--- config.mk ---
export PLATFORM = sky130hd
export DESIGN_NAME = fsl_fault_logger
export DESIGN_NICKNAME = d
export VERILOG_FILES = /design/src/rtl/fsl_pkg.sv /design/src/rtl/fsl_event_gate.sv /design/src/rtl/fsl_lock_capture.sv /design/src/rtl/fsl_fault_logger.sv
export SDC_FILE = /design/constraint.sdc
export NUM_CORES = 1
export LEC_CHECK = 0
export ABC_CLOCK_PERIOD_IN_PS = 6000
export CAP_MARGIN = 0
export CORE_UTILIZATION = 25
export CTS_CLUSTER_DIAMETER = 100
export DETAILED_ROUTE_END_ITERATION = 8
export PLACE_DENSITY_LB_ADDON = 0.3
export SLEW_MARGIN = 20
export SYNTH_ARGS = -nofsm -noshare
export SYNTH_HDL_FRONTEND = slang
export SYNTH_SLANG_ARGS = --single-unit
--- constraint.sdc ---
create_clock -name clk -period 6 [get_ports clk]
set_clock_uncertainty 0.05 [all_clocks]
set_input_delay 1.8 -clock clk [delete_from_list [all_inputs] [get_ports clk]]
set_output_delay 1.8 -clock clk [all_outputs]
set_load 0.05 [all_outputs]
--- src/rtl/fsl_pkg.sv ---
package fsl_pkg;
  localparam int NUM_ERR    = 19;
  localparam int TYPE_W     = 5;
  localparam int STICKY_LSB = 33;
  localparam int PRIV_BIT   = 52;
  localparam int ME_BIT     = 53;
  localparam int DSYN_W     = 9;
  localparam int TSYN_W     = 4;
  localparam int TSYN_LSB   = 16;
  localparam int PRIO_W     = 3;

  typedef enum logic [PRIO_W-1:0] {
    CLS_NONE = 3'd0,
    CLS_HWC  = 3'd1,
    CLS_SWC  = 3'd2,
    CLS_UEC  = 3'd3,
    CLS_UEB  = 3'd4
  } err_cls_e;

  function automatic err_cls_e class_of(input logic [TYPE_W-1:0] t);
    case (t)
      5'd1, 5'd12, 5'd14:                     return CLS_UEB;
      5'd2, 5'd4, 5'd6, 5'd8:                 return CLS_UEC;
      5'd9:                                   return CLS_SWC;
      5'd0, 5'd3, 5'd5, 5'd7, 5'd13, 5'd15:   return CLS_HWC;
      default:                                return CLS_NONE;
    endcase
  endfunction

  function automatic logic feeds_tag(input logic [TYPE_W-1:0] t);
    return (t == 5'd14) || (t == 5'd15);
  endfunction
endpackage

--- src/rtl/fsl_event_gate.sv ---
module fsl_event_gate
  import fsl_pkg::*;
(
  input  logic                 clk,
  input  logic                 rst,
  input  logic                 evt_valid,
  input  logic [TYPE_W-1:0]    evt_type,
  input  logic                 evt_burst,
  input  logic                 xfer_start,
  output logic                 accept,
  output logic [NUM_ERR-1:0]   set_vec,
  output err_cls_e             cls,
  output logic                 tag_kind
);
  logic burst_seen_q;
  logic type_ok;

  assign type_ok  = (evt_type < TYPE_W'(NUM_ERR));
  assign accept   = evt_valid && type_ok && (xfer_start || !evt_burst || !burst_seen_q);
  assign cls      = accept ? class_of(evt_type) : CLS_NONE;
  assign tag_kind = feeds_tag(evt_type);

  always_comb begin
    set_vec = '0;
    if (accept) set_vec[evt_type] = 1'b1;
  end

  always_ff @(posedge clk) begin
    if (rst)             burst_seen_q <= 1'b0;
    else if (xfer_start) burst_seen_q <= evt_valid && evt_burst && type_ok;
    else if (accept && evt_burst) burst_seen_q <= 1'b1;
  end
endmodule

--- src/rtl/fsl_lock_capture.sv ---
module fsl_lock_capture
  import fsl_pkg::*;
#(
  parameter int W = 9
) (
  input  logic                 clk,
  input  logic                 rst,
  input  logic                 cap_en,
  input  logic [PRIO_W-1:0]    cap_prio,
  input  logic [TYPE_W-1:0]    cap_idx,
  input  logic [W-1:0]         cap_val,
  input  logic [NUM_ERR-1:0]   clr_eff,
  output logic [W-1:0]         val_q
);
  logic              held_q;
  logic [PRIO_W-1:0] prio_q;
  logic [TYPE_W-1:0] idx_q;
  logic              release_now;
  logic              take;

  assign release_now = held_q && clr_eff[idx_q];
  assign take        = cap_en && (!held_q || release_now || (cap_prio > prio_q));

  always_ff @(posedge clk) begin
    if (rst) begin
      held_q <= 1'b0;
      prio_q <= '0;
      idx_q  <= '0;
      val_q  <= '0;
    end else if (take) begin
      held_q <= 1'b1;
      prio_q <= cap_prio;
      idx_q  <= cap_idx;
      val_q  <= cap_val;
    end else if (release_now) begin
      held_q <= 1'b0;
    end
  end
endmodule

--- src/rtl/fsl_fault_logger.sv ---
module fsl_fault_logger
  import fsl_pkg::*;
#(
  parameter int                ADDR_W    = 40,
  parameter int                REG_AW    = 4,
  parameter logic [18:0]       TRAP_MASK = 19'h0B2AB
) (
  input  logic                 clk,
  input  logic                 rst,
  input  logic                 evt_valid,
  input  logic [4:0]           evt_type,
  input  logic [8:0]           evt_dsyn,
  input  logic [3:0]           evt_tsyn,
  input  logic [ADDR_W-1:0]    evt_addr,
  input  logic                 evt_priv,
  input  logic                 evt_burst,
  input  logic                 xfer_start,
  input  logic                 intr_en,
  input  logic                 reg_valid,
  input  logic                 reg_we,
  input  logic [REG_AW-1:0]    reg_addr,
  input  logic [63:0]          reg_wdata,
  output logic                 rd_valid,
  output logic [63:0]          rd_data,
  output logic                 trap_req
);
  localparam int STICKY_MSB = STICKY_LSB + NUM_ERR - 1;
  localparam logic [REG_AW-1:0] STAT_ADR = REG_AW'(0);
  localparam logic [REG_AW-1:0] ADR_ADR  = REG_AW'(8);

  logic               accept, tag_kind;
  logic [NUM_ERR-1:0] set_vec, wr_clr, clr_eff, sticky_q;
  err_cls_e           cls;
  logic               me_q, priv_q, wr_stat, me_set;
  logic [DSYN_W-1:0]  dsyn_q;
  logic [TSYN_W-1:0]  tsyn_q;
  logic [ADDR_W-1:0]  addr_q;
  logic [63:0]        stat_word, addr_word;
  logic               unused_wd;

  fsl_event_gate u_gate (
    .clk(clk), .rst(rst), .evt_valid(evt_valid), .evt_type(evt_type),
    .evt_burst(evt_burst), .xfer_start(xfer_start), .accept(accept),
    .set_vec(set_vec), .cls(cls), .tag_kind(tag_kind)
  );

  assign wr_stat = reg_valid && reg_we && (reg_addr == STAT_ADR);
  assign wr_clr  = wr_stat ? reg_wdata[STICKY_MSB:STICKY_LSB] : '0;
  assign clr_eff = wr_clr & ~set_vec;
  assign me_set  = accept && (cls >= CLS_SWC) && ((sticky_q & set_vec) != '0);
  assign unused_wd = ^{reg_wdata[63:ME_BIT+1], reg_wdata[STICKY_LSB-1:0]};

  fsl_lock_capture #(.W(DSYN_W)) u_dsyn (
    .clk(clk), .rst(rst),
    .cap_en(accept && (cls != CLS_NONE) && !tag_kind),
    .cap_prio(cls), .cap_idx(evt_type), .cap_val(evt_dsyn),
    .clr_eff(clr_eff), .val_q(dsyn_q)
  );

  fsl_lock_capture #(.W(TSYN_W)) u_tsyn (
    .clk(clk), .rst(rst),
    .cap_en(accept && (cls != CLS_NONE) && tag_kind),
    .cap_prio(cls), .cap_idx(evt_type), .cap_val(evt_tsyn),
    .clr_eff(clr_eff), .val_q(tsyn_q)
  );

  fsl_lock_capture #(.W(ADDR_W)) u_addr (
    .clk(clk), .rst(rst),
    .cap_en(accept && (cls != CLS_NONE)),
    .cap_prio(cls), .cap_idx(evt_type), .cap_val(evt_addr),
    .clr_eff(clr_eff), .val_q(addr_q)
  );

  always_ff @(posedge clk) begin
    if (rst) begin
      sticky_q <= '0;
      me_q     <= 1'b0;
      priv_q   <= 1'b0;
    end else begin
      sticky_q <= (sticky_q & ~wr_clr) | set_vec;
      me_q     <= (me_q && !(wr_stat && reg_wdata[ME_BIT])) || me_set;
      priv_q   <= (priv_q && !(wr_stat && reg_wdata[PRIV_BIT])) || (accept && evt_priv);
    end
  end

  always_comb begin
    stat_word = '0;
    stat_word[ME_BIT]                   = me_q;
    stat_word[PRIV_BIT]                 = priv_q;
    stat_word[STICKY_MSB:STICKY_LSB]    = sticky_q;
    stat_word[TSYN_LSB+TSYN_W-1:TSYN_LSB] = tsyn_q;
    stat_word[DSYN_W-1:0]               = dsyn_q;
    addr_word = 64'(addr_q);
  end

  always_ff @(posedge clk) begin
    if (rst) begin
      rd_valid <= 1'b0;
      rd_data  <= '0;
      trap_req <= 1'b0;
    end else begin
      trap_req <= intr_en && ((sticky_q & TRAP_MASK) != '0);
      rd_valid <= reg_valid && !reg_we;
      if (reg_valid && !reg_we) begin
        if (reg_addr == STAT_ADR)     rd_data <= stat_word;
        else if (reg_addr == ADR_ADR) rd_data <= addr_word;
        else                          rd_data <= '0;
      end
    end
  end
endmodule

Word level (Yosys, flattened, before mapping):

Memory sizes are Yosys's and may differ from the RTL's.
Index checks and enable logic that the tools add are counted.

* output and inout port bits: 66
* bits in read-only memories: 48
* register bits: 168
* word-level logic and storage cells: 115
* memories kept: 1
* input port bits: 135

* reductions and logical operators: 54
* bitwise logic cells: 6
* muxes and demuxes: 22
* equality and inequality tests: 3
* magnitude comparators: 10

Memories
* (no name shown): depth 16, bits a word 3, read ports 1, clocked after Yosys merged registers in 0, wr ports 0, RTL line fsl_pkg.sv:21 `case (t)`

Operators by type and width (count)
* 19-bit AND: 3
* 54-bit 2-to-1 mux: 1
* 40-bit 2-to-1 mux: 1
* 19-bit 2-to-1 mux: 2
* 19-bit NOT: 2
* 19-bit nonzero test: 2
* 1-bit logical AND: 26
* 5-bit by 6-bit < comparator with 1-bit output (second input constant): 4
* 19-bit bitwise OR: 1
* 1-bit binary-select mux with 5-bit select: 3
* 1-bit 2-to-1 mux: 12
* 1-bit logical OR: 11
* 5-bit by 4-bit equality test with 1-bit output (second input constant): 2
* 3-bit greater-than comparator: 3
* 1-bit logical NOT: 9
* 2-bit nonzero test: 4
* 3-bit 2-to-1 mux: 2
* 1-bit demux with 5-bit select: 1
* 5-bit by 1-bit greater-or-equal comparator with 1-bit output (second input constant): 1
* 5-bit < comparator (second input constant): 1
* 4-bit equality test (second input constant): 1
* 4-bit logical NOT: 1
* 3-bit by 2-bit greater-or-equal comparator with 1-bit output (second input constant): 1
* 3-bit nonzero test: 1

Depth between registers and ports, before layout:

* depth after elaboration: 14
* mapped depth: 15
* depth with buffers taken out: 11

Modules after synthesis:

A second synthesis with hierarchy kept.

* cell total of the unflattened synthesis: 868
* area total of the unflattened synthesis: 7916.3 um2

By module, submodules not included
* fsl_fault_logger: cells an instance 371, seq. area each 1541.5 um2, area each 3200.6 um2, instances 1
* fsl_lock_capture at u_addr: cells an instance 245, seq. area each 980.9 um2, area each 2432.3 um2, instances 1
* fsl_lock_capture at u_dsyn: cells an instance 111, seq. area each 360.3 um2, area each 1096.1 um2, instances 1
* fsl_lock_capture at u_tsyn: cells an instance 89, seq. area each 260.2 um2, area each 878.3 um2, instances 1
* fsl_event_gate: cells an instance 52, seq. area each 20.0 um2, area each 309.0 um2, instances 1

Least setup slack after synthesis:

No wires, ideal clock.

* kind: in2reg
* start: in evt_type[1]
* end: reg u_addr.val_q[19]
* setup time: 72 ps
* data arrival time: 4199 ps
* setup slack: 1680 ps
* buffers on the path: 4
* cell stages on the path: 12
* required time: 5878 ps
* cell sequence: buf_2 > buf_1 > o21ai_0 > mux2_2 > o21ai_0 > ha_1 > a32oi_1 > nor3_1 > a21oi_2 > buf_6 > buf_6 > mux2i_1

* longest elaborated chain between the ends: 13
* elaborated cells between the ends (all ways): 23
* those cells by class: 4 x order compare; 7 x mux; 2 x bitwise; 9 x reduce/logical; 1 x memory

RTL lines
* from (decl): RTL line fsl_fault_logger.sv:11 `input logic [4:0] evt_type,`
* 5-bit by 6-bit < comparator with 1-bit output (implied by the code) or 5-bit by 1-bit greater-or-equal comparator with 1-bit output (tied branches): RTL line fsl_event_gate.sv:25 `if (accept) set_vec[evt_type] = 1'b1;`
* 1-bit logical AND (implied by the code): RTL line fsl_event_gate.sv:25
* 1-bit 2-to-1 mux (implied by the code): RTL line fsl_event_gate.sv:25
* 1-bit demux with 5-bit select
* 19-bit 2-to-1 mux: RTL line fsl_event_gate.sv:25
* 19-bit NOT: RTL line fsl_fault_logger.sv:49 `assign clr_eff = wr_clr & ~set_vec;`
* 19-bit AND: RTL line fsl_fault_logger.sv:49
* 1-bit binary-select mux with 5-bit select: RTL line fsl_lock_capture.sv:21 `assign release_now = held_q && clr_eff[idx_q];`
* 1-bit 2-to-1 mux (implied by the code): RTL line fsl_lock_capture.sv:21
* 1-bit logical AND: RTL line fsl_lock_capture.sv:21
* 1-bit logical OR (2 in series): RTL line fsl_lock_capture.sv:22 `assign take = cap_en && (!held_q || release_now || (cap_prio > prio_q));`
* 1-bit logical AND (*): RTL line fsl_lock_capture.sv:22
* to (signal assigned): RTL line fsl_lock_capture.sv:34 `val_q <= cap_val;`
* to (decl): RTL line fsl_lock_capture.sv:13 `output logic [W-1:0] val_q`

Every way passes the cells marked *; elsewhere a longest branch is shown, timed or not. The select of a mux whose other input is x is not followed.
A chain may end at the register's enable or synchronous reset.

Worst setup path after layout:

* start: in reg_addr[1]
* end: reg u_tsyn.val_q[1]

* longest elaborated chain between the ends: 10

RTL lines
* from (decl): RTL line fsl_fault_logger.sv:21 `input logic [REG_AW-1:0] reg_addr,`
* 4-bit logical NOT: RTL line fsl_fault_logger.sv:47 `assign wr_stat = reg_valid && reg_we && (reg_addr == STAT_ADR);`
* 1-bit logical AND: RTL line fsl_fault_logger.sv:47
* 19-bit 2-to-1 mux: RTL line fsl_fault_logger.sv:48 `assign wr_clr = wr_stat ? reg_wdata[STICKY_MSB:STICKY_LSB] : '0;`
* 19-bit AND: RTL line fsl_fault_logger.sv:49
* 1-bit binary-select mux with 5-bit select: RTL line fsl_lock_capture.sv:21
* 1-bit 2-to-1 mux (implied by the code): RTL line fsl_lock_capture.sv:21
* 1-bit logical AND: RTL line fsl_lock_capture.sv:21
* 1-bit logical OR (2 in series): RTL line fsl_lock_capture.sv:22
* 1-bit logical AND: RTL line fsl_lock_capture.sv:22
* to (signal assigned): RTL line fsl_lock_capture.sv:34
* to (decl): RTL line fsl_lock_capture.sv:13

No other way between the ends. The select of a mux whose other input is x is not followed.

==> impl.org <==
** Worst setup path
- STA puts the critical path data arrival time at 5.21 ns.
- The worst setup path is launched from a primary input.
- The endpoint identified for the worst register-to-register timing path is u_tsyn.val_q[1].
- Worst R2R Path Depth :: 10
- Start-to-end type of the worst setup path :: in -> reg
- For the worst setup path, the data required time is 6.31 ns.
- Worst R2R Start :: u_gate.burst_seen_q
- Launching element of the worst setup path :: reg_addr[1]
- STA classifies the critical path endpoint as a register.
- Along the worst path, the maximum fanout reaches 16.
- Reg-to-reg setup timing slack :: 3.12 ns

** STA
- The final number of hold-violating endpoints came to 0.
- Share of the clock period used by the worst path :: 0.817
- Setup repair after global routing left no endpoint under its margin.
- In this run the tightest slew margin relative to its limit is 0.359.
- In the post-route analysis, the smallest setup slack over all paths is 1.10 ns.
- After routing, the total negative slack on setup checks comes to 0 ns.
- Static timing analysis puts the maximum clock frequency at 204 MHz.
- Total setup violations reported at the end of the flow :: 0
- The final max-slew violation count was 0.
- At the pin with the least slew margin, the transition time is 0.962 ns.
- Subtracting the final worst setup slack from the clock period gives 4.90 ns.
- On the final layout, the worst hold slack is 0.402 ns.

** Final layout
- At the end of the flow, the number of nets in the layout was 1,188.
- Synth-to-layout area growth :: 31.2%
- In the final layout, the share of cells above drive strength 1 is 0.0842.
- Final standard cell count with taps included and fillers excluded :: 1,459
- Total inserted antenna cells :: 0

** Clock tree
- Buffers inserted during clock tree synthesis total 17.
- TritonCTS built the clock tree.
- Maximum level of the CTS H-tree :: 4
- Buffers inserted during post-CTS setup optimization :: 0
- Clock buffer depth :: 2
- For this design, the sink count on the clock tree is 158.
- Hold repair after CTS inserted 0 buffers.
- In this run, post-CTS repair resized a total of 0 instances.
- At the later pin of the worst-skew pair, clock insertion delay measures 0.43 ns.
- The tree is rooted in a clkbuf_16.
- Clock-pin slew on the worst setup and hold paths :: 0.07 ns

** Routing
- Number of vias in the routed layout :: 7,192
- Sum of routed wire length over all layers :: 25,000 um
- DRC violations left :: 0
- Once detail routing completed, the nets flagged for antenna violations numbered 0.
- DRT Pass-1 Iters :: 4
- Iteration-0 DRC count of the detailed router :: 452
- Post-detailed-route wirelength per cell :: 17.1 um
- In the routed layout, each cell is associated on average with a via count of 4.93.

** Floorplanning
- Starting density of the core :: 0.254
- The die covers 32,700 um^2.
- FP Rows :: 65
- Height of the die :: 181 um
- Num ports :: 201
- From left edge to right edge, the die measures 181 um.
- Core Region :: 31,500 um^2

** Synth
- Leading area contributor after synthesis :: dfxtp_1
- The synthesized netlist occupies a cell area of 7990 um^2.
- Counting every instance in the synthesized netlist gives 931.
- Mux cell area share after synthesis :: 0.108
- Number of synthesized flops with an enable pin :: 0
- Unique cell type count in the Yosys netlist :: 66
- Of the total synthesized cell area, the portion taken by AND, OR, NAND and NOR gates is 0.270.
- Combinational family with the most area after synthesis :: simple AND/OR/NAND/NOR gates
- Most used standard cell by instance count after synthesis :: dfxtp_1
- Post-synthesis share of cell area spent on xor and xnor gates :: 0.00548
- Mean area per synthesized cell :: 8.58 um^2
- Adder-Cell Fraction of Synth Area :: 0.0141
- Sequential-to-total area share from yosys stat :: 0.396
- Yosys warning count :: 0
- Most used standard cells in the synthesized netlist :: dfxtp_1 (158), nand2b_1 (127), nand2_1 (84), mux2i_1 (76), a21oi_1 (55)
- Most area-consuming cells after synthesis :: dfxtp_1 (40%), nand2b_1 (9.9%), mux2i_1 (9.5%), nand2_1 (3.9%), a21oi_1 (3.4%)
- The most used flip-flop cell after synthesis is dfxtp_1.
- The share of synthesized area in the top cell type comes to 0.396.
- Register bit count reported by yosys :: 158
- Area fraction in compound gates after synthesis :: 0.143
- Synth async-reset ratio :: 0

** Global routing
- Wire length of the first global-routing pass :: 39,000 um
- Across every metal layer, demand over resource in global routing totals 0.152.
- Entering global routing, the biggest net connects 122 pins.
- Number of antenna violations at the first check in global routing :: 0
- Vias in the first global route :: 6,957
- For this run the aggregate overflow at the end of global routing stands at 0.

** Hold path
- The min-delay analysis places its worst path in the category reg -> reg.
- The path with the worst hold slack has its endpoint at rd_data[53].
- In this run the most critical hold path is launched from rd_data[53].
- Hold Path Depth :: 2

** Place
- Detailed placement finished with a half-perimeter wire length of 17,500 um.
- Final estimated routing congestion in global placement :: 0.923
- Count of input and output buffers :: 147
- Number of placed instances, taps included :: 1,427
- Timing analysis after detailed placement gives a worst setup slack of 0.613 ns.

** Run status
- Run status :: finished, final reports clean

** Power
- Pleak :: 3.56 nW
- Pwr/cell area :: 254 nW/um^2
- Peak VDD IR :: 184 uV
- Total power for the finished layout comes to 2.66 mW.

** Flow run
- Max_cap viols :: 0
==> worst max path at each step <==
stage,slack (ns),end,cells after the start
2_1_floorplan,1.68,u_addr.val_q[19],12
3_3_place_gp,0.63,u_tsyn.val_q[0],9
3_5_place_dp,0.61,u_tsyn.val_q[1],9
4_1_cts,1.07,u_tsyn.val_q[2],9
5_1_grt,0.81,u_tsyn.val_q[1],9
6_report,1.10,u_tsyn.val_q[1],9
==> power breakdown <==
group          internal (mW)  total (mW)  switching (mW)
Clock                  0.712        1.20           0.491
Sequential              1.08        1.11          0.0267
Combinational          0.156       0.350           0.195
Total                   1.95        2.66           0.713
==> through the flow <==
step	cell area, um^2	util
2_1_floorplan	8020	-
3_3_place_gp	9840	0.313
3_5_place_dp	9840	0.313
4_1_cts	10500	0.333
5_1_grt	10500	0.333
6_report	10500	0.333
==> area by class of cell <==
class / instances / area [um^2]
Multi-Input combinational cell: 673 / 4390
Sequential cell: 158 / 3160
Timing Repair Buffer: 173 / 1700
Inverter: 21 / 78.8
Clock inverter: 15 / 219
Clock buffer: 17 / 425
Fill cell: 3279 / 21000
Tap cell: 402 / 503
==> cell families after synthesis <==
logic type | Yosys count
buf+inv | 109
simple gates | 402
fa+ha+maj | 9
flops | 158
xor+xnor | 5
compound gates | 164
mux | 83
other cells | 1
==> registers in the layout, summed over array words and instances, names as in the netlist, 4 cells and up <==
register	cells
u_addr.idx_q	5
u_tsyn.idx_q	5
u_dsyn.val_q	9
u_addr.val_q	40
rd_data	54
u_dsyn.idx_q	5
sticky_q	19
u_tsyn.val_q	4
==> worst max-delay path: stages <==
cell             delay (ns)
clkdlybuf4s50_1        0.47
nor4_4                 0.40
and2_1                 0.64
nand3_1                0.41
o41ai_1                0.53
o21bai_1               0.13
o21ai_2                0.38
buf_4                  0.25
mux2i_1                0.19
==> placed cells by master, fill, tap and decap left out, drive strengths merged, types with 14 or more instances in the layout <==
cell type	instances
dfxtp	158
clkdlybuf4s50	146
nand2b	127
nand2	84
mux2i	76
a21oi	56
nor2	52
nand3	51
inv	29
buf	27
nor3	26
a221oi	23
o21ai	20
clkbuf	17
nor2b	14
==> routing by layer <==
metal / vias to the layer above / GRT usage / wire, um
li1: 3481 / - / -
met1: 3409 / 0.193 / 11100
met2: 257 / 0.247 / 11600
met3: 45 / 0.0433 / 1770
met4: 0 / 0.0509 / 580
met5: - / 0 / 0
No activity file was read; power rests on OpenSTA's default activity.
